<file path="src/rtl/sdh_dma_seq.sv">
module sdh_dma_seq #(
  parameter int LEN_W = 26,
  parameter bit RX_EN = 1'b1
) (
  input  logic        clk,
  input  logic        rst_n,
  input  logic        reg_wr,
  input  logic [11:0] reg_addr,
  input  logic [31:0] reg_wdata,
  output logic [31:0] reg_rdata,
  output logic        mem_req,
  output logic [63:0] mem_addr,
  output logic        mem_write,
  output logic [1:0]  mem_size,
  input  logic        mem_ack,
  output logic        dma_busy,
  output logic        dma_done,
  output logic        dma_err
);
  localparam logic [11:0] A_MODE = 12'h410;
  localparam logic [11:0] A_CTL  = 12'h414;
  localparam logic [11:0] A_CRST = 12'h418;
  localparam logic [11:0] A_STAT = 12'h41C;
  localparam logic [11:0] A_LEN  = 12'h420;
  localparam logic [11:0] A_LO   = 12'h440;
  localparam logic [11:0] A_HI   = 12'h444;

  logic [1:0]       dir_q, wid_q, crst_q;
  logic             inc_q, start_q, busy_q, done_q, err_q;
  logic [63:0]      addr_q;
  logic [LEN_W-1:0] len_q;

  wire chan_rst = ~&crst_q;
  wire cfg_ok   = !busy_q && !start_q && !chan_rst;
  wire wr_mode  = reg_wr && reg_addr == A_MODE && cfg_ok;
  wire wr_ctl   = reg_wr && reg_addr == A_CTL && cfg_ok && reg_wdata[0];
  wire wr_len   = reg_wr && reg_addr == A_LEN && cfg_ok;
  wire wr_lo    = reg_wr && reg_addr == A_LO && cfg_ok;
  wire wr_hi    = reg_wr && reg_addr == A_HI && cfg_ok;
  wire clr_done = reg_wr && reg_addr == A_STAT && reg_wdata[0];
  wire clr_err  = reg_wr && reg_addr == A_STAT && reg_wdata[1];

  wire [3:0]       beat_b = 4'd1 << wid_q;
  wire [LEN_W-1:0] beat_l = LEN_W'(beat_b);
  wire last = len_q <= beat_l;
  wire bad  = (addr_q[2:0] != 3'd0) || (len_q == '0) || dir_q[1] ||
              (dir_q == 2'd1 && !RX_EN);
  wire step = busy_q && mem_ack && !chan_rst;

  always_ff @(posedge clk or negedge rst_n) begin
    if (!rst_n) begin
      dir_q <= '0; wid_q <= '0; inc_q <= 1'b0; crst_q <= 2'b11;
      start_q <= 1'b0; busy_q <= 1'b0; done_q <= 1'b0; err_q <= 1'b0;
      addr_q <= '0; len_q <= '0;
    end else begin
      if (reg_wr && reg_addr == A_CRST) crst_q <= reg_wdata[9:8];
      if (wr_mode) begin
        dir_q <= reg_wdata[17:16];
        wid_q <= reg_wdata[5:4];
        inc_q <= reg_wdata[0];
      end
      if (chan_rst) begin
        start_q <= 1'b0; busy_q <= 1'b0; addr_q <= '0; len_q <= '0;
      end else begin
        start_q <= wr_ctl;
        if (start_q) busy_q <= !bad;
        if (step) begin
          if (inc_q) addr_q <= addr_q + 64'(beat_b);
          len_q <= last ? '0 : len_q - beat_l;
          if (last) busy_q <= 1'b0;
        end
        if (wr_lo)  addr_q[31:0]  <= reg_wdata;
        if (wr_hi)  addr_q[63:32] <= reg_wdata;
        if (wr_len) len_q <= reg_wdata[LEN_W-1:0];
      end
      if (step && last) done_q <= 1'b1;
      else if (clr_done) done_q <= 1'b0;
      if (start_q && bad && !chan_rst) err_q <= 1'b1;
      else if (clr_err) err_q <= 1'b0;
    end
  end

  always_comb begin
    case (reg_addr)
      A_MODE:  reg_rdata = {14'd0, dir_q, 10'd0, wid_q, 3'd0, inc_q};
      A_CTL:   reg_rdata = {31'd0, start_q};
      A_CRST:  reg_rdata = {22'd0, crst_q, 8'd0};
      A_STAT:  reg_rdata = {29'd0, busy_q, err_q, done_q};
      A_LEN:   reg_rdata = 32'(len_q);
      A_LO:    reg_rdata = addr_q[31:0];
      A_HI:    reg_rdata = addr_q[63:32];
      default: reg_rdata = 32'd0;
    endcase
  end

  assign mem_req   = busy_q && !chan_rst;
  assign mem_addr  = addr_q;
  assign mem_write = dir_q[0];
  assign mem_size  = wid_q;
  assign dma_busy  = busy_q;
  assign dma_done  = done_q;
  assign dma_err   = err_q;
endmodule

</file>
<file path="config.mk">
export PLATFORM = sky130hd
export DESIGN_NAME = sdh_dma_seq
export DESIGN_NICKNAME = d
export VERILOG_FILES = /design/src/rtl/sdh_dma_seq.sv
export SDC_FILE = /design/constraint.sdc
export NUM_CORES = 1
export LEC_CHECK = 0
export CAP_MARGIN = 20
export CELL_PAD_IN_SITES_DETAIL_PLACEMENT = 0
export CELL_PAD_IN_SITES_GLOBAL_PLACEMENT = 2
export CORE_ASPECT_RATIO = 0.8
export CORE_UTILIZATION = 30
export DETAILED_ROUTE_END_ITERATION = 8
export PLACE_DENSITY = 0.84
export SYNTH_ARGS = -nofsm -noshare
export SYNTH_HDL_FRONTEND = slang
export SYNTH_SLANG_ARGS = --single-unit
</file>
<file path="constraint.sdc">
create_clock -name clk -period 3.1 [get_ports clk]
set_input_delay 0.62 -clock clk [delete_from_list [all_inputs] [get_ports clk]]
set_output_delay 0.62 -clock clk [all_outputs]
set_load 0.05 [all_outputs]
</file>
==> impl_metrics.toml <==
[run_status]
status = "finished, final reports clean"

[worst_setup_path]
cp_slowest_cell = "or4b_4"
r2r_slack_ns = 0.22
cp_slowest_stage_delay_ns = 0.53
rr_endpoint = "mem_addr[28]"
worstSetupPathType = "input port to primary output"
cp-end-kind = "primary output"
crit_required_ns = 2.48
critical_path_buf_inv_count = 4
crit_family = "simple AND/OR/NAND/NOR gates"
r2r-start = "mem_size[0]"
path_max_fanout = 5
r2r_cells = 11
worstPathArrival_ns = 2.42
start_kind = "input port"
crit_chain = "buf_2, or4b_4, or2_4, buf_6, nor4_4, buf_4, a222oi_1, nand2_2, buf_12"

[clocking]
numCtsBuffers = 9
cts_root_buf = "clkbuf_16"
clkLatencyLatePin_ns = 0.36
hold_buffers = 0
cts_tree = "built"
clockBufferDepth = 2
htree_levels = 3
cts.sinks = 101
clkTransAtPathRegs_ns = 0.07

[finish]
post-route-util_pct = 45.26
final_cell_area_sq_mm = 0.01016
syn_to_final_growth_pct = 48.07
diodes = 0
fin_cells = 1335
fin_nets = 1082
layout-drive-gt1-share_pct = 19.44

[timing]
rsz0062_at_grt = "false"
setup_violations = 0
setup_tns_ns = 0
fin_skew_ns = 0.007387
slew_violations = 0
slew_headroom_pct = 52.83
hold_viol_final = 0
finalCriticalPeriod_ns = 3.042
fmax_ghz = 0.3288
tightestPinTransition_ns = 0.7075
min_period_over_period_pct = 98.12

[routing]
dr.pass1.iters = 9
viasPerCell = 5.699
drc_errors = 0
wl_mm = 31.08
routedWlPerCell_microns = 23.28
ant_nets = 0
vias = 7608
drt_iter0_markers = 1159

[grt]
grt_pass1_wl_mm = 46.00
antenna_found_initial = 0
track_usage_pct = 26.80
grt_start_max_net_pins = 48
grt_pass1_vias = 6932
grt.overflow.total = 0

[logic_synthesis]
synth_top_area_share_pct = 36.12
yosys-top-cells-area = "dfrtp_1 (36%), xnor2_1 (5.9%), nand2_1 (5.2%)"
synth_commonest_cells = "dfrtp_1 (99), nand2_1 (95), nor2_1 (73), o21ai_0 (55), xnor2_1 (46)"
synth_area_sq_mm = 0.006859
ys_ff_latch = 101
syn_inst = 823
synth_ff_type = "dfrtp_1"
synth_edf_count = 0
yosysUniqueCellTypes = 70
yosysMostFrequentCell = "dfrtp_1"
synth_area_per_cell_sq_um = 8.334
yosysTopAreaCell = "dfrtp_1"
syn_nets = 881
ys_warn_count = 0
postSynth.asyncResetShare_pct = 100.0
ys_seq_area_share_pct = 36.88

[floorplan]
design.die.area_sq_mm = 0.02348
die_h_microns = 137.2
ios = 151
die_w_microns = 171.1
fp.coreArea_sq_mm = 0.02244
rows = 49
start_util_pct = 30.57

[run]
cap_violations = 0

[power_and_ir_drop]
leakage_nw = 4.047
p_switching_mw = 0.6404
power_frac_clock_pct = 46.8
power_switching_share_pct = 23.29
internal_power_mw = 2.109
power.density_mw_per_mm2 = 270.7
power_mw = 2.749
ir_drop_mv = 0.2300
pwr-share-seq_pct = 47.9
power_frac_comb_pct = 5.3

[place]
placed_area_sq_mm = 0.009583
hpwlAfterDp_mm = 22.66
port_buffers = 150
dp_cells = 1308
place_congestion = 0.9069

[hold_path]
min_path_type = "input port to async pin"
==> placed cells by master (no fill, tap or decap), types with 32 or more instances in the layout <==
master,n
clkdlybuf4s50_1,105
dfrtp_1,99
nand2_1,87
nor2_1,73
buf_4,69
o21ai_0,55
xnor2_1,46
nand3_1,45
buf_12,41
a21oi_1,33
nor3_1,32
==> kinds of logic after synthesis <==
group	after synthesis	share of synthesized area [%]
fa+ha+maj	10	2.043
mux	12	1.879
xor+xnor	63	8.045
buf+inv	88	5.272
flops	101	36.88
compound gates	201	20.52
simple gates	348	25.36
==> area by class of cell <==
cell class / count / area [sq um]
sequential: 101 / 2530
clock inverter: 5 / 83.83
timing repair buffer: 236 / 2686
multi-input combinational: 634 / 4073
fill: 2181 / 12280
clock buffer: 11 / 242.7
tap: 306 / 382.9
inverter: 42 / 157.7
==> registers in the layout (all words and copies together) (netlist names) <==
name	flops
dma_busy	1
dir_q	2
mem_addr	64
len_q	26
dma_err	1
mem_size	2
start_q	1
dma_done	1
crst_q	2
inc_q	1
==> metrics by stage <==
step	worst slack, ns	hold WS [ns]
2_1_floorplan	-0.05249	0.3244
3_3_place_gp	-0.2511	0.5259
3_5_place_dp	-0.2792	0.5197
4_1_cts	0.0007991	0.3105
5_1_grt	0.004339	0.3353
6_report	0.05835	0.2913
==> power by group through the flow <==
stage          combinational (mW)  sequential, mW  clock (mW)
5_1_grt                     0.153            1.32        1.34
4_1_cts                     0.144            1.32        1.30
3_3_place_gp                0.145            1.34           0
2_1_floorplan             0.00821            1.34           0
3_5_place_dp                0.145            1.34           0
6_report                    0.146            1.32        1.29
==> worst max path at each step <==
stage / startpoint / end / slack, ns / cells after the start
6_report: reg_addr[11] / reg_rdata[17] / 0.06 / 9
5_1_grt: reg_addr[11] / reg_rdata[17] / 0.004 / 9
4_1_cts: reg_addr[8] / reg_rdata[12] / 0.0008 / 9
3_5_place_dp: reg_addr[9] / reg_rdata[13] / -0.28 / 8
3_3_place_gp: reg_addr[9] / reg_rdata[13] / -0.25 / 8
2_1_floorplan: reg_addr[9] / reg_rdata[9] / -0.05 / 7
==> repair_timing <==
action / CTS / global route
endpoints found under the setup margin: 32 / 32
buffers inserted: 4 / 1
pin swaps: 11 / 6
gates resized for setup: 28 / 8
cloned: 5 / 1
==> metal layers <==
metal  global-route usage (%)  part of all wire, %
met1                    40.26                   45
met2                    39.18                   43
met3                    5.659                   10
met4                    5.208                  1.2
met5                        0                    0
No activity file was read; power rests on OpenSTA's default activity.
